**src/rtl/enc_clk_pkg.sv**
```systemverilog
package enc_clk_pkg;
  typedef enum logic [1:0] {
    CK_RX_LOW  = 2'd0,
    CK_RX_HIGH = 2'd1,
    CK_FREE    = 2'd2,
    CK_TX_HIGH = 2'd3
  } ckmode_e;
endpackage

```
**src/rtl/enc_clk_div.sv**
```systemverilog
module enc_clk_div #(
  parameter int HALF_DIV = 4
) (
  input  logic clk_i,
  input  logic rst_ni,
  input  logic clr_i,
  input  logic en_i,
  output logic tick_o
);
  localparam int CW = (HALF_DIV > 1) ? $clog2(HALF_DIV) : 1;
  localparam logic [CW-1:0] LAST = CW'(HALF_DIV - 1);

  logic [CW-1:0] cnt_q;

  assign tick_o = en_i && !clr_i && (cnt_q == LAST);

  always_ff @(posedge clk_i or negedge rst_ni) begin
    if (!rst_ni)      cnt_q <= '0;
    else if (clr_i)   cnt_q <= '0;
    else if (tick_o)  cnt_q <= '0;
    else if (en_i)    cnt_q <= cnt_q + 1'b1;
  end

  AST_CNT_FROZEN: assert property (@(posedge clk_i) disable iff (!rst_ni)
    (!en_i && !clr_i) |=> $stable(cnt_q));
endmodule

```
**src/rtl/enc_clk_mode.sv**
```systemverilog
module enc_clk_mode
  import enc_clk_pkg::*;
(
  input  logic    clk_i,
  input  logic    rst_ni,
  input  logic    reinit_i,
  input  logic    we_i,
  input  logic [1:0] val_i,
  output ckmode_e mode_o
);
  ckmode_e mode_q;

  always_ff @(posedge clk_i or negedge rst_ni) begin
    if (!rst_ni)                        mode_q <= CK_RX_HIGH;
    else if (reinit_i)                  mode_q <= CK_RX_HIGH;
    else if (we_i && mode_q != CK_FREE) mode_q <= ckmode_e'(val_i);
  end

  assign mode_o = mode_q;

  AST_MODE_LOCK: assert property (@(posedge clk_i) disable iff (!rst_ni)
    (mode_q == CK_FREE && !reinit_i) |=> (mode_q == CK_FREE));
  AST_MODE_DEFAULT: assert property (@(posedge clk_i) disable iff (!rst_ni)
    reinit_i |=> (mode_q == CK_RX_HIGH));
endmodule

```
**src/rtl/enc_clk_gen.sv**
```systemverilog
module enc_clk_gen
  import enc_clk_pkg::*;
(
  input  logic    clk_i,
  input  logic    rst_ni,
  input  ckmode_e mode_i,
  input  logic    go_i,
  input  logic    reinit_i,
  input  logic    rx_done_i,
  input  logic    tx_last_done_i,
  input  logic    tick_i,
  output logic    clk_o,
  output logic    run_o
);
  logic run_q, clk_q, pend_q;
  logic stop_lvl, stop_src, pend_n, next_lvl;

  always_comb begin
    stop_lvl = (mode_i != CK_RX_LOW);
    unique case (mode_i)
      CK_RX_LOW, CK_RX_HIGH: stop_src = rx_done_i;
      CK_TX_HIGH:            stop_src = tx_last_done_i;
      default:               stop_src = 1'b0;
    endcase
    pend_n   = pend_q || stop_src;
    next_lvl = !clk_q;
  end

  always_ff @(posedge clk_i or negedge rst_ni) begin
    if (!rst_ni) begin
      run_q <= 1'b0; clk_q <= 1'b1; pend_q <= 1'b0;
    end else if (reinit_i) begin
      run_q <= 1'b0; clk_q <= 1'b1; pend_q <= 1'b0;
    end else if (!run_q) begin
      if (go_i) begin
        run_q  <= 1'b1;
        pend_q <= 1'b0;
      end
    end else if (tick_i) begin
      clk_q <= next_lvl;
      if (pend_n && (next_lvl == stop_lvl)) begin
        run_q  <= 1'b0;
        pend_q <= 1'b0;
      end else begin
        pend_q <= pend_n;
      end
    end else begin
      pend_q <= pend_n;
    end
  end

  assign clk_o = clk_q;
  assign run_o = run_q;

  AST_IDLE_STABLE: assert property (@(posedge clk_i) disable iff (!rst_ni)
    (!run_q && !$past(run_q) && !$past(reinit_i)) |-> $stable(clk_q));
  AST_GO_STARTS: assert property (@(posedge clk_i) disable iff (!rst_ni)
    (!run_q && go_i && !reinit_i) |=> run_q);
  AST_EDGE_ON_TICK: assert property (@(posedge clk_i) disable iff (!rst_ni)
    (!$stable(clk_q) && !$past(reinit_i)) |-> $past(tick_i));
  AST_STOP_LEVEL: assert property (@(posedge clk_i) disable iff (!rst_ni)
    ($fell(run_q) && !$past(reinit_i)) |-> (clk_q == ($past(mode_i) != CK_RX_LOW)));
  AST_REINIT_IDLE: assert property (@(posedge clk_i) disable iff (!rst_ni)
    reinit_i |=> (clk_q && !run_q));
endmodule

```
**src/rtl/enc_clk_ctrl.sv**
```systemverilog
module enc_clk_ctrl
  import enc_clk_pkg::*;
#(
  parameter int HALF_DIV = 4
) (
  input  logic       clk_i,
  input  logic       rst_ni,
  input  logic [1:0] mode_i,
  input  logic       mode_we_i,
  input  logic       go_i,
  input  logic       reinit_i,
  input  logic       rx_done_i,
  input  logic       tx_last_done_i,
  input  logic       div_en_i,
  output logic       enc_clk_o,
  output logic       running_o
);
  ckmode_e mode_w;
  logic    tick_w, run_w;

  enc_clk_mode u_mode (
    .clk_i(clk_i), .rst_ni(rst_ni), .reinit_i(reinit_i),
    .we_i(mode_we_i), .val_i(mode_i), .mode_o(mode_w)
  );

  enc_clk_div #(.HALF_DIV(HALF_DIV)) u_div (
    .clk_i(clk_i), .rst_ni(rst_ni), .clr_i(!run_w || reinit_i),
    .en_i(div_en_i), .tick_o(tick_w)
  );

  enc_clk_gen u_gen (
    .clk_i(clk_i), .rst_ni(rst_ni), .mode_i(mode_w), .go_i(go_i),
    .reinit_i(reinit_i), .rx_done_i(rx_done_i), .tx_last_done_i(tx_last_done_i),
    .tick_i(tick_w), .clk_o(enc_clk_o), .run_o(run_w)
  );

  assign running_o = run_w;
endmodule

```
**config.mk**
```make
export PLATFORM = sky130hd
export DESIGN_NAME = enc_clk_ctrl
export DESIGN_NICKNAME = d
export VERILOG_FILES = /design/src/rtl/enc_clk_pkg.sv /design/src/rtl/enc_clk_div.sv /design/src/rtl/enc_clk_mode.sv /design/src/rtl/enc_clk_gen.sv /design/src/rtl/enc_clk_ctrl.sv
export SDC_FILE = /design/constraint.sdc
export NUM_CORES = 1
export LEC_CHECK = 0
export BUFFER_PORTS_ARGS = -buffer_cell sky130_fd_sc_hd__buf_2
export CORE_AREA = 3 3 40 42
export CTS_CLUSTER_DIAMETER = 150
export DETAILED_ROUTE_END_ITERATION = 6
export DIE_AREA = 0 0 43 45
export PLACE_DENSITY = 0.6
export SLEW_MARGIN = 40
export SYNTH_ARGS = -nofsm -noshare
export SYNTH_HDL_FRONTEND = slang
export SYNTH_SLANG_ARGS = --single-unit
```
**constraint.sdc**
```tcl
create_clock -name clk_i -period 1.4 [get_ports clk_i]
set_input_delay 0.07 -clock clk_i [delete_from_list [all_inputs] [get_ports clk_i]]
set_output_delay 0.07 -clock clk_i [all_outputs]
set_load 0.005 [all_outputs]
```
==> flow_summary.yaml <==
layout:
  layout_common_cells: "11 x buf_2, 5 x dfrtp_1, 4 x nor2_1, 3 x clkbuf_4"
  synthToLayoutAreaGrowth_pct: 30.1
  final_nets: 63
  layout-drive-gt1-share: 0.333
  fillers: 145
  utilization: 0.370
  final_common_cell: "buf_2"
  diodes: 0
route:
  viasPerCell: 4.89
  num_vias: 323
  avgRoutedWirePerCell_um: 11.0
  dr.pass1.iters: 4
  drtAntennaViolNets: 0
  routed_wl_um: 723
  drc: 0
  drt_iter0_drc: 6
yosys:
  syn_nets: 46
  async_flop_share: 1.00
  synth_edf_count: 0
  synth_area_um2: 365
  ys_seq_area_frac: 0.486
  synth_seq_cells: 7
  yosysWarnings: 0
  synthCells: 35
  syn_area_per_cell_um2: 10.4
  synth-main-ff-cell: "dfrtp_1"
  ys_types: 23
clocking:
  htreeDepth: 1
  cts-root-buf: "clkbuf_4"
  clk_pin_slew_ps: 50
  cts_resized: 0
  cts_buffer_depth: 2
  cts_tree: "built"
  clock-sinks: 7
  cts_made_buffers: 3
  clk_latency_ps: 240
placed_design:
  place_congestion: 0.774
  io_buffers: 11
  place_hpwl_um: 564
worst_setup_path:
  cpPeakStageDelay_ps: 450
  crit_required_ps: 1540
  start_kind: "flop"
  r2r_start: "u_mode.mode_o[1]"
  worstPathArrival_ps: 1370
  worstSetupPathType: "flop to flop"
  r2r_end: "u_gen.pend_q"
  reg2reg_depth: 3
  critPathBufInv: 0
  r2r_slack_ps: 170
  slowest_stage: "dfrtp_1"
  crit_chain: "nor3_1, and4b_1, o31ai_1"
  critPathTopFamily: "flip-flops"
  worstPathMaxFanout: 7
  crit_path_end_kind: "flop"
flow_run:
  max_cap_viol_count: 0
floorplanning:
  fp.dieW_um: 43
  io_pins: 12
  initial_core_util: 0.284
  row_count: 13
  core_um2: 1280
  fp.dieH_um: 45
  die_area_um2: 1940
power:
  vdd_drop_max_mv: 0.337
  pwr_density_cell_nw_per_um2: 954
  p_leak_nw: 0.223
global_route:
  grt_start_max_net_pins: 8
  track_usage: 0.0916
  grt_pass1_vias: 273
  antenna_found_initial: 0
  grt_pass1_wl_um: 1220
  overflow: 0
hold_path:
  hold_path_class: "input port to flop"
  holdPathEnd: "u_gen.run_o"
  hold_start: "reinit_i"
  holdPathStages: 2
timing:
  max_slew.worst_pin.slew_ps: 216
  setup_tns_ps: 0
  final-hold-violation-count: 0
  period_needed_ps: 1230
  finClkSkew_ps: 0.498
  clock.fmax_mhz: 815
  fin_crit_sh: 0.877
  setup_violations: 0
  rsz0062_at_grt: "false"
  slew_headroom: 0.855
  slew_viol_final: 0
run_status:
  status: "completed"
-- metrics by stage --
stage	std cells	setup slack [ps]	instance area [um^2]	hold slack (ps)	power, mW
2_1_floorplan	35	285	365	-226	0.248
3_3_place_gp	61	191	439	-92.1	0.275
3_5_place_dp	61	158	439	-89.6	0.276
4_1_cts	66	177	475	43.9	0.460
5_1_grt	66	48.8	475	46.8	0.486
6_report	66	173	475	51.1	0.454
-- Yosys cell counts, types with 2 or more instances --
master    n  area [um^2]
dfrtp_1   5          125
nor2_1    4         15.0
a21oi_1   2         10.0
a311oi_1  2         17.5
dfstp_2   2         52.6
inv_1     2         7.51
nand2b_1  2         12.5
-- final cells by class --
cell class              instances  area (um^2)  share of cell area
flip-flops and latches          7          178               0.374
clock buffers                   4         26.3              0.0553
inverters                       2         7.51              0.0158
repair buffers                 12         65.1               0.137
multi-input cells              26          180               0.379
well taps                      15         18.8              0.0395
-- power by group --
part	internal, mW	leakage, nW	switching, mW
logic	0.0279	0.120	0.0236
registers	0.212	0.0880	0.0109
clock network	0.109	0.0150	0.0704
-- registers in the layout (all words and copies together) (netlist names) --
register       count
u_gen.run_o        1
u_gen.pend_q       1
u_gen.clk_o        1
u_mode.mode_o      2
u_div.cnt_q        2
-- logic make-up (layout without fill, tap and decap cells) --
| family | after synthesis | in the layout | share of synthesized area |
|---|---|---|---|
| AOI/OAI and AO/OA | 9 | 9 | 0.178 |
| DFF | 7 | 7 | 0.486 |
| and+or+nand+nor | 14 | 14 | 0.229 |
| muxes | 1 | 1 | 0.0274 |
| xor gates and xnor gates | 1 | 1 | 0.0240 |
| adders and majority gates | 1 | 1 | 0.0342 |
| buffers and inverters | 2 | 18 | 0.0206 |
-- worst max-delay path by stage --
| stage | startpoint | to | cells after the start |
|---|---|---|---|
| 2_1_floorplan | u_mode.mode_o[1] | u_gen.run_o | 3 |
| 3_3_place_gp | u_mode.mode_o[1] | u_gen.pend_q | 3 |
| 3_5_place_dp | u_mode.mode_o[0] | u_gen.pend_q | 3 |
| 4_1_cts | u_mode.mode_o[0] | u_gen.pend_q | 3 |
| 5_1_grt | u_mode.mode_o[1] | u_gen.pend_q | 3 |
| 6_report | u_mode.mode_o[1] | u_gen.pend_q | 3 |
-- layer usage --
layer / wire (um) / up-vias / track usage
li1: - / 161 / -
met1: 355 / 146 / 0.134
met2: 294 / 14 / 0.0988
met3: 56 / 2 / 0.0279
met4: 17 / 0 / 0.0904
met5: 0 / - / 0
-- timing repair --
action | in CTS | in global routing
setup buffers | 0 | 0
hold endpoints to repair | 7 | 0
hold buffers | 1 | 0
(Power assumes the default switching activity.)
